<file path="src/rtl/uptimer_pkg.sv">
package uptimer_pkg;

  typedef enum logic [2:0] {
    A_CTRL  = 3'd0,
    A_LOAD  = 3'd1,
    A_COUNT = 3'd2,
    A_STAT  = 3'd3,
    A_IRQEN = 3'd4
  } reg_addr_e;

  localparam int BIT_RUN   = 0;
  localparam int BIT_AUTO  = 1;
  localparam int BIT_LDNOW = 2;

  typedef struct packed {
    logic load_now;
    logic autoreload;
    logic run;
  } ctrl_req_t;

endpackage

</file>
<file path="src/rtl/uptimer_ctrl_sync.sv">
module uptimer_ctrl_sync
  import uptimer_pkg::*;
#(
  parameter int START_LAT = 3
) (
  input  logic      clk,
  input  logic      rst_n,
  input  logic      wr_stb,
  input  ctrl_req_t wr_req,
  output logic      apply,
  output ctrl_req_t apply_req
);

  logic      pend_q, pend_d;
  ctrl_req_t req_q, req_d;

  always_comb begin
    req_d = req_q;
    if (wr_stb) req_d = wr_req;
  end

  always_ff @(posedge clk or negedge rst_n) begin
    if (!rst_n) req_q <= '0;
    else        req_q <= req_d;
  end

  assign apply_req = req_q;

  generate
    if (START_LAT <= 1) begin : g_direct
      always_comb begin
        pend_d = 1'b0;
        if (wr_stb) pend_d = 1'b1;
      end
      assign apply = pend_q;
    end else begin : g_delay
      localparam int LAT_W = $clog2(START_LAT);
      localparam logic [LAT_W-1:0] LAT_INIT = LAT_W'(START_LAT - 1);
      logic [LAT_W-1:0] lat_q, lat_d;

      always_comb begin
        pend_d = pend_q;
        lat_d  = lat_q;
        if (wr_stb) begin
          pend_d = 1'b1;
          lat_d  = LAT_INIT;
        end else if (pend_q) begin
          if (lat_q == '0) pend_d = 1'b0;
          else             lat_d  = lat_q - 1'b1;
        end
      end

      always_ff @(posedge clk or negedge rst_n) begin
        if (!rst_n) lat_q <= '0;
        else        lat_q <= lat_d;
      end

      assign apply = pend_q && (lat_q == '0);

      AST_CTRL_NOT_EARLY: assert property (@(posedge clk) disable iff (!rst_n)
        wr_stb |=> !apply);
    end
  endgenerate

  always_ff @(posedge clk or negedge rst_n) begin
    if (!rst_n) pend_q <= 1'b0;
    else        pend_q <= pend_d;
  end

endmodule

</file>
<file path="src/rtl/uptimer_core.sv">
module uptimer_core
  import uptimer_pkg::*;
#(
  parameter int CNT_W = 32
) (
  input  logic             clk,
  input  logic             rst_n,
  input  logic             apply,
  input  ctrl_req_t        apply_req,
  input  logic [CNT_W-1:0] load_val,
  input  logic             cnt_wr,
  input  logic [CNT_W-1:0] cnt_wdata,
  output logic [CNT_W-1:0] cnt,
  output logic             run,
  output logic             autoreload,
  output logic             ovf_evt
);

  logic [CNT_W-1:0] cnt_q, cnt_d;
  logic             run_q, run_d;
  logic             auto_q, auto_d;

  assign ovf_evt = run_q && (&cnt_q);

  always_comb begin
    cnt_d  = cnt_q;
    run_d  = run_q;
    auto_d = auto_q;
    if (cnt_wr) begin
      cnt_d = cnt_wdata;
    end else if (apply && apply_req.load_now) begin
      cnt_d = load_val;
    end else if (ovf_evt) begin
      cnt_d = auto_q ? load_val : '0;
    end else if (run_q) begin
      cnt_d = cnt_q + 1'b1;
    end
    if (apply) begin
      run_d  = apply_req.run;
      auto_d = apply_req.autoreload;
    end else if (ovf_evt && !auto_q) begin
      run_d = 1'b0;
    end
  end

  always_ff @(posedge clk or negedge rst_n) begin
    if (!rst_n) begin
      cnt_q  <= '0;
      run_q  <= 1'b0;
      auto_q <= 1'b0;
    end else begin
      cnt_q  <= cnt_d;
      run_q  <= run_d;
      auto_q <= auto_d;
    end
  end

  assign cnt        = cnt_q;
  assign run        = run_q;
  assign autoreload = auto_q;

  AST_COUNT_STEP: assert property (@(posedge clk) disable iff (!rst_n)
    run_q && !ovf_evt && !cnt_wr && !apply |=> cnt_q == $past(cnt_q) + 1'b1);
  AST_WRAP_HALT: assert property (@(posedge clk) disable iff (!rst_n)
    ovf_evt && !auto_q && !cnt_wr && !apply |=> (cnt_q == '0) && !run_q);
  AST_WRAP_RELOAD: assert property (@(posedge clk) disable iff (!rst_n)
    ovf_evt && auto_q && !cnt_wr && !apply |=> (cnt_q == $past(load_val)) && run_q);
  AST_IDLE_HOLD: assert property (@(posedge clk) disable iff (!rst_n)
    !run_q && !cnt_wr && !apply |=> $stable(cnt_q));

endmodule

</file>
<file path="src/rtl/uptimer_regs.sv">
module uptimer_regs
  import uptimer_pkg::*;
#(
  parameter int CNT_W = 32
) (
  input  logic             clk,
  input  logic             rst_n,
  input  logic             bus_sel,
  input  logic             bus_we,
  input  logic [2:0]       bus_addr,
  input  logic [CNT_W-1:0] bus_wdata,
  input  logic             ovf_evt,
  input  logic [CNT_W-1:0] cnt,
  input  logic             run,
  input  logic             autoreload,
  output logic [CNT_W-1:0] bus_rdata,
  output logic             irq,
  output logic [CNT_W-1:0] load_val,
  output logic             ctrl_wr,
  output ctrl_req_t        ctrl_req,
  output logic             cnt_wr
);

  logic             wr_en;
  logic             load_wr, stat_wr, ien_wr;
  logic [CNT_W-1:0] load_q, load_d;
  logic             stat_q, stat_d;
  logic             ien_q, ien_d;

  assign wr_en   = bus_sel && bus_we;
  assign ctrl_wr = wr_en && (bus_addr == A_CTRL);
  assign load_wr = wr_en && (bus_addr == A_LOAD);
  assign cnt_wr  = wr_en && (bus_addr == A_COUNT);
  assign stat_wr = wr_en && (bus_addr == A_STAT);
  assign ien_wr  = wr_en && (bus_addr == A_IRQEN);

  assign ctrl_req.run        = bus_wdata[BIT_RUN];
  assign ctrl_req.autoreload = bus_wdata[BIT_AUTO];
  assign ctrl_req.load_now   = bus_wdata[BIT_LDNOW];

  always_comb begin
    load_d = load_wr ? bus_wdata : load_q;
    ien_d  = ien_wr ? bus_wdata[0] : ien_q;
    stat_d = ovf_evt | (stat_q & ~(stat_wr & bus_wdata[0]));
  end

  always_ff @(posedge clk or negedge rst_n) begin
    if (!rst_n) begin
      load_q <= '0;
      stat_q <= 1'b0;
      ien_q  <= 1'b0;
    end else begin
      load_q <= load_d;
      stat_q <= stat_d;
      ien_q  <= ien_d;
    end
  end

  always_comb begin
    bus_rdata = '0;
    case (bus_addr)
      A_CTRL: begin
        bus_rdata[BIT_RUN]  = run;
        bus_rdata[BIT_AUTO] = autoreload;
      end
      A_LOAD:  bus_rdata    = load_q;
      A_COUNT: bus_rdata    = cnt;
      A_STAT:  bus_rdata[0] = stat_q;
      A_IRQEN: bus_rdata[0] = ien_q;
      default: bus_rdata    = '0;
    endcase
  end

  assign load_val = load_q;
  assign irq      = stat_q & ien_q;

  AST_STAT_SET: assert property (@(posedge clk) disable iff (!rst_n)
    ovf_evt |=> stat_q);
  AST_STAT_CLEAR: assert property (@(posedge clk) disable iff (!rst_n)
    stat_wr && bus_wdata[0] && !ovf_evt |=> !stat_q);
  AST_STAT_KEEP: assert property (@(posedge clk) disable iff (!rst_n)
    stat_q && !(stat_wr && bus_wdata[0]) |=> stat_q);

endmodule

</file>
<file path="src/rtl/uptimer_top.sv">
module uptimer_top
  import uptimer_pkg::*;
#(
  parameter int CNT_W     = 32,
  parameter int START_LAT = 3
) (
  input  logic             clk,
  input  logic             rst_n,
  input  logic             bus_sel,
  input  logic             bus_we,
  input  logic [2:0]       bus_addr,
  input  logic [CNT_W-1:0] bus_wdata,
  output logic [CNT_W-1:0] bus_rdata,
  output logic             irq
);

  logic             ctrl_wr, cnt_wr, apply, ovf_evt, run, autoreload;
  ctrl_req_t        ctrl_req, apply_req;
  logic [CNT_W-1:0] load_val, cnt;

  uptimer_regs #(.CNT_W(CNT_W)) u_regs (
    .clk(clk), .rst_n(rst_n),
    .bus_sel(bus_sel), .bus_we(bus_we), .bus_addr(bus_addr), .bus_wdata(bus_wdata),
    .ovf_evt(ovf_evt), .cnt(cnt), .run(run), .autoreload(autoreload),
    .bus_rdata(bus_rdata), .irq(irq), .load_val(load_val),
    .ctrl_wr(ctrl_wr), .ctrl_req(ctrl_req), .cnt_wr(cnt_wr)
  );

  uptimer_ctrl_sync #(.START_LAT(START_LAT)) u_sync (
    .clk(clk), .rst_n(rst_n),
    .wr_stb(ctrl_wr), .wr_req(ctrl_req),
    .apply(apply), .apply_req(apply_req)
  );

  uptimer_core #(.CNT_W(CNT_W)) u_core (
    .clk(clk), .rst_n(rst_n),
    .apply(apply), .apply_req(apply_req), .load_val(load_val),
    .cnt_wr(cnt_wr), .cnt_wdata(bus_wdata),
    .cnt(cnt), .run(run), .autoreload(autoreload), .ovf_evt(ovf_evt)
  );

  AST_IRQ_NEEDS_EVENT: assert property (@(posedge clk) disable iff (!rst_n)
    $rose(irq) |-> $past(ovf_evt) || $past(bus_sel && bus_we && bus_addr == A_IRQEN));

endmodule

</file>
<file path="config.mk">
export PLATFORM = sky130hd
export DESIGN_NAME = uptimer_top
export DESIGN_NICKNAME = d
export VERILOG_FILES = /design/src/rtl/uptimer_pkg.sv /design/src/rtl/uptimer_ctrl_sync.sv /design/src/rtl/uptimer_core.sv /design/src/rtl/uptimer_regs.sv /design/src/rtl/uptimer_top.sv
export SDC_FILE = /design/constraint.sdc
export NUM_CORES = 1
export LEC_CHECK = 0
export ABC_AREA = 0
export BUFFER_PORTS_ARGS = -buffer_cell sky130_fd_sc_hd__buf_2
export CAP_MARGIN = 25
export CORE_MARGIN = 5
export CORE_UTILIZATION = 45
export DETAILED_ROUTE_END_ITERATION = 6
export PLACE_DENSITY = 0.66
export SLEW_MARGIN = 20
export SYNTH_ARGS = -nofsm -noshare
export SYNTH_HDL_FRONTEND = slang
export SYNTH_SLANG_ARGS = --single-unit
</file>
<file path="constraint.sdc">
create_clock -name clk -period 2.65 [get_ports clk]
set_input_delay 0.265 -clock clk [delete_from_list [all_inputs] [get_ports clk]]
set_output_delay 0.265 -clock clk [all_outputs]
set_load 0.005 [all_outputs]
</file>
# == Yosys cells after proc, flatten, opt, wreduce, memory -nomap -nowiden ==
# Cells that the tools add are included.
# totals
register_bits,74
out_inout_bits,33
elab_cells,57
# op_classes
addsub,2
n_eq_ne,5
muxes,16
bitwise_logic,5
n_reduce_logical,18
# ops
cell,n
$mux W32,5
$pmux W30 S2,1
$add A32 B1 Y32 const B,1
$reduce_and A32 Y1,1
$logic_and A1 B1 Y1,10
$eq A3 B2 Y1 const B,2
$mux W2,3
$mux W1,5
$pmux W1 S5,1
$reduce_bool A2 Y1,2
$reduce_bool A4 Y1,1
$and A1 B1 Y1,3
$eq A3 B1 Y1 const B,1
$eq A3 B3 Y1 const B,1
$logic_not A3 Y1,1
$pmux W1 S3,1
$logic_not A2 Y1,1
$ne A2 B2 Y1 const B,1
$reduce_and A2 Y1,1
$sub A2 B1 Y2 const B,1
$logic_not A1 Y1,1
$not A1 Y1,1
$or A1 B1 Y1,1

# == Longest topological paths before layout ==
# logic_depth
depth_word,6
ltp_mapped,9
depth_no_buf,8

# == By module ==
# From an unflattened synthesis, not the netlist that was laid out.
# hier_totals
hier_cells,420
area_unflattened_um2,4565.6
# modules_own_cells
module,n_inst,cells_each,area_per_inst_um2,seq_area_each_um2
uptimer_core,1,263,2363.5,850.8
uptimer_regs,1,135,1905.6,850.8
uptimer_ctrl_sync,1,22,296.5,150.1

# == Worst setup path before layout ==
# No wires, ideal clock.
# synth_timing
path_type,flip-flop to flip-flop
from,register u_core.cnt_q[0] (netlist: u_core.cnt[0])
to,register u_core.cnt_q[30] (netlist: u_core.cnt[30])
arrival_ns,1.969
required_ns,2.524
setup_slack_ns,0.555
path_stages_with_launch,8
period_less_slack_ns,2.095
path_cell_list,dfrtp_1 ha_1 nand3_1 or3_1 nor3_2 nand3_1 xnor2_1 a221o_1
# synth_between
elab_chain_cells,5
# synth_lines
element,line,source
start: declaration,uptimer_core.sv:19,"logic [CNT_W-1:0] cnt_q, cnt_d;"
start signal: assignment,uptimer_core.sv:52,cnt_q <= cnt_d;
$add A32 B1 Y32 or $reduce_and A32 Y1 (tied branches),"uptimer_core.sv:36, uptimer_core.sv:23",
$mux W32 or $logic_and A1 B1 Y1 (tied branches),"uptimer_core.sv:35, uptimer_core.sv:23",
$mux W32,uptimer_core.sv:33,end else if (ovf_evt) begin
$mux W32,uptimer_core.sv:31,end else if (apply && apply_req.load_now) begin
$mux W32,uptimer_core.sv:29,if (cnt_wr) begin
# Parallel ways exist; a longest one is shown, timed or not. The select of a mux whose other input is x is not followed.
# A chain may end at the register's enable or synchronous reset.

# == Worst setup path after layout ==
# Same ends and word-level chain as after synthesis.

==> results.py <==
metrics = {
    "setup_path": {
        "cp.required_ns": 2.88,
        "cpPeakStageDelay_ns": 0.47,
        "critPathSlowestCell": "or3_1",
        "crit_path_start_kind": "flop",
        "critPathMaxFanout": 6,
        "critical_path.most_common_cell": "nand3_1",
        "path_cells": "ha_1 -> nand3_1 -> or3_1 -> nor3_2 -> nand3_1 -> xnor2_1 -> a221o_1",
        "crit_type": "flop to flop",
        "cp.arrival_ns": 2.53,
        "cp-end-kind": "flop",
        "regToRegSetupSlack_ns": 0.35,
    },
    "synth": {
        "yosys.area.top_type": "dfrtp_1",
        "syn_inst": 433,
        "synth-edff-count": 0,
        "async_reset_ff_share_pct": 100,
        "postSynthAreaPerCell_um2": 9.97,
        "synth_seq_cells": 74,
        "synth_warnings": 0,
        "synth_area_leaders": "dfrtp_1 (43%), mux2_2 (9.9%), a22o_1 (6.3%)",
        "synth_ff_type": "dfrtp_1",
        "synth.top_cell.area_share_pct": 42.9,
        "ys_types": 52,
        "synth_nets": 474,
        "synth_area_mm2": 0.00432,
        "seq_area_frac_synth_pct": 42.9,
    },
    "floorplanning": {
        "io-pin-count": 72,
        "die_w_um": 108,
        "rows": 35,
        "fp.dieH_um": 108,
        "die_area_mm2": 0.0117,
        "initial_core_util_pct": 46.5,
        "core_mm2": 0.00928,
    },
    "placed_design": {
        "dp_hpwl_um": 8280,
        "gp_congestion": 0.848,
        "port_buffers": 71,
        "dp_slack_ns": 0.383,
    },
    "clocking": {
        "clk-insertion-delay-late_ns": 0.35,
        "ctsResizeCount": 0,
        "cts_buffers": 9,
        "cts_tree": "done",
        "clock-sinks": 74,
        "clockBufferDepth": 2,
        "htreeDepth": 3,
        "root_buffer": "clkbuf_8",
        "path_clk_slew_ns": 0.08,
    },
    "timing": {
        "relSlewSlack_pct": 60.5,
        "slew_violations": 0,
        "min_period_ns": 2.30,
        "setup_ws_ns": 0.352,
        "hold_viol": 0,
        "fin_tns_setup_ns": 0,
        "timing.hold.ws_ns": 0.164,
        "worstMarginPinSlew_ns": 0.588,
        "rsz0062_at_grt": "no",
        "fin_crit_sh_pct": 86.7,
        "finClkSkew_ns": 0.0112,
        "setup_viol": 0,
        "fmax_mhz": 435,
    },
    "route": {
        "vias_per_cell": 6.15,
        "vias": 3897,
        "drt-pass1-iter-count": 5,
        "antenna_left": 0,
        "drt_wl_total_um": 12000,
        "wire_per_inst_um": 19.0,
        "route.detailed.drc": 0,
        "drt-initial-drc-count": 193,
    },
    "grt": {
        "grt_max_degree": 75,
        "antenna_found_initial": 0,
        "grt_pass1_wl_um": 19800,
        "grt_pass1_vias": 3974,
        "grt_overflow": 0,
        "grt_usage_pct": 21.1,
    },
    "layout": {
        "drive_gt1_share_pct": 30.9,
        "nets": 541,
        "utilization_pct": 55.0,
        "fillers": 868,
        "diodes": 0,
        "layout-area-overhead-vs-synth_pct": 18.3,
    },
    "min_path": {
        "hold_path_class": "input port to flop",
    },
    "outcome": {
        "status": "finished, final reports clean",
    },
    "power_and_ir_drop": {
        "p_leak_nw": 2.22,
        "ir_drop_mv": 0.497,
        "p_per_area_mw_per_mm2": 894,
    },
    "run": {
        "cap_viol_max_count": 0,
    },
}
## critical path, delay by kind of cell (launching register included)
family / cells / cell delay [ns]
compound gates: 1 / 0.31
xor+xnor: 1 / 0.14
fa+ha+maj: 1 / 0.22
flops: 1 / 0.44
simple gates: 4 / 1.06
## synth_stat cells (all sizes together) (7+ instances only)
master / n
nand2: 19
inv: 8
xnor2: 15
xor2: 9
clkbuf: 22
buf: 12
nand4: 10
and3: 12
nor2: 36
nand3: 17
dfrtp: 74
nor3: 14
a22o: 31
o21ai: 10
mux2: 38
nor4: 7
o22ai: 27
a221oi: 21
a21oi: 12
## sequential cells by signal, summed over array words and instances (netlist names)
name and cells:
u_sync.apply_req 3, u_regs.load_val 32, u_core.autoreload 1, u_sync.pend_q 1, u_sync.g_delay.lat_q 2, u_regs.stat_q 1, u_regs.ien_q 1, u_core.run 1
u_core.cnt 32
## power breakdown
part	internal (W)	switching (W)	total, W	leakage (nW)
Clock	0.000606	0.000435	0.00104	0.119
Sequential	0.00148	0.000448	0.00192	0.851
Combinational	0.000772	0.000830	0.00160	1.25
## metrics by stage
step / cells / area [um^2] / total power, W
final: 634 / 5110 / 0.00457
after global routing: 634 / 5110 / 0.00485
after CTS: 632 / 5080 / 0.00457
after detailed placement: 616 / 4840 / 0.00352
after global placement: 616 / 4840 / 0.00349
after floorplan: 433 / 4320 / 0.00299
## cells in the final DEF, fill, tap and decap left out, drive strengths merged, types with 14 or more instances in the layout
| cell type | instances |
|---|---|
| a221oi | 21 |
| xnor2 | 15 |
| nand2 | 19 |
| o22ai | 27 |
| nor2 | 36 |
| mux2 | 38 |
| a22o | 31 |
| nand3 | 17 |
| dfrtp | 74 |
| buf | 89 |
| nor3 | 14 |
## repair_timing
action / 4_1_cts / 5_1_grt
hold buffers: 0 / 1
hold endpoints to repair: 0 / 31
buffers inserted: 0 / 0
## layer usage
layer  wire, um  vias to the layer above  track usage (%)
met2       5680                      154             34.1
met5          0                        -                0
met3        728                       26             3.40
met4        261                        0             8.57
li1           -                     1787                -
met1       5370                     1930             28.3
## logic make-up after synthesis
group                      Yosys count  synth area share [%]
buffers and inverters               42                  4.26
and+or+nand+nor                    129                  16.0
DFF                                 74                  42.9
adders and majority gates            2                 0.579
xor gates and xnor gates            24                  4.87
AOI/OAI and AO/OA                  123                  21.3
muxes                               39                  10.1
## worst paths after layout
check                                                     from                             endpoint  depth (start not counted)
max reg2reg                          u_core.cnt[0]$_DFFE_PN0P_           u_core.cnt[30]$_DFFE_PN0P_                          7
min                                              bus_wdata[27]      u_regs.load_val[27]$_DFFE_PN0P_                          2
max                                  u_core.cnt[0]$_DFFE_PN0P_           u_core.cnt[30]$_DFFE_PN0P_                          7
min reg2reg                u_sync.g_delay.lat_q[1]$_DFFE_PN0P_  u_sync.g_delay.lat_q[1]$_DFFE_PN0P_                          1
min in group asynchronous                                rst_n           u_core.cnt[26]$_DFFE_PN0P_                          2
max in group asynchronous                                rst_n            u_core.cnt[1]$_DFFE_PN0P_                          3
## area by class of cell
| type | instances | area (um^2) | share of cell area [%] |
|---|---|---|---|
| clock buffer | 12 | 165 | 3.23 |
| clock inverter | 4 | 72.6 | 1.42 |
| inverter | 8 | 30.0 | 0.588 |
| multi-input combinational | 317 | 2300 | 45.0 |
| sequential | 74 | 1850 | 36.2 |
| tap | 129 | 161 | 3.16 |
| timing repair buffer | 90 | 528 | 10.3 |
Note: power is estimated with default switching activity, not from simulation.
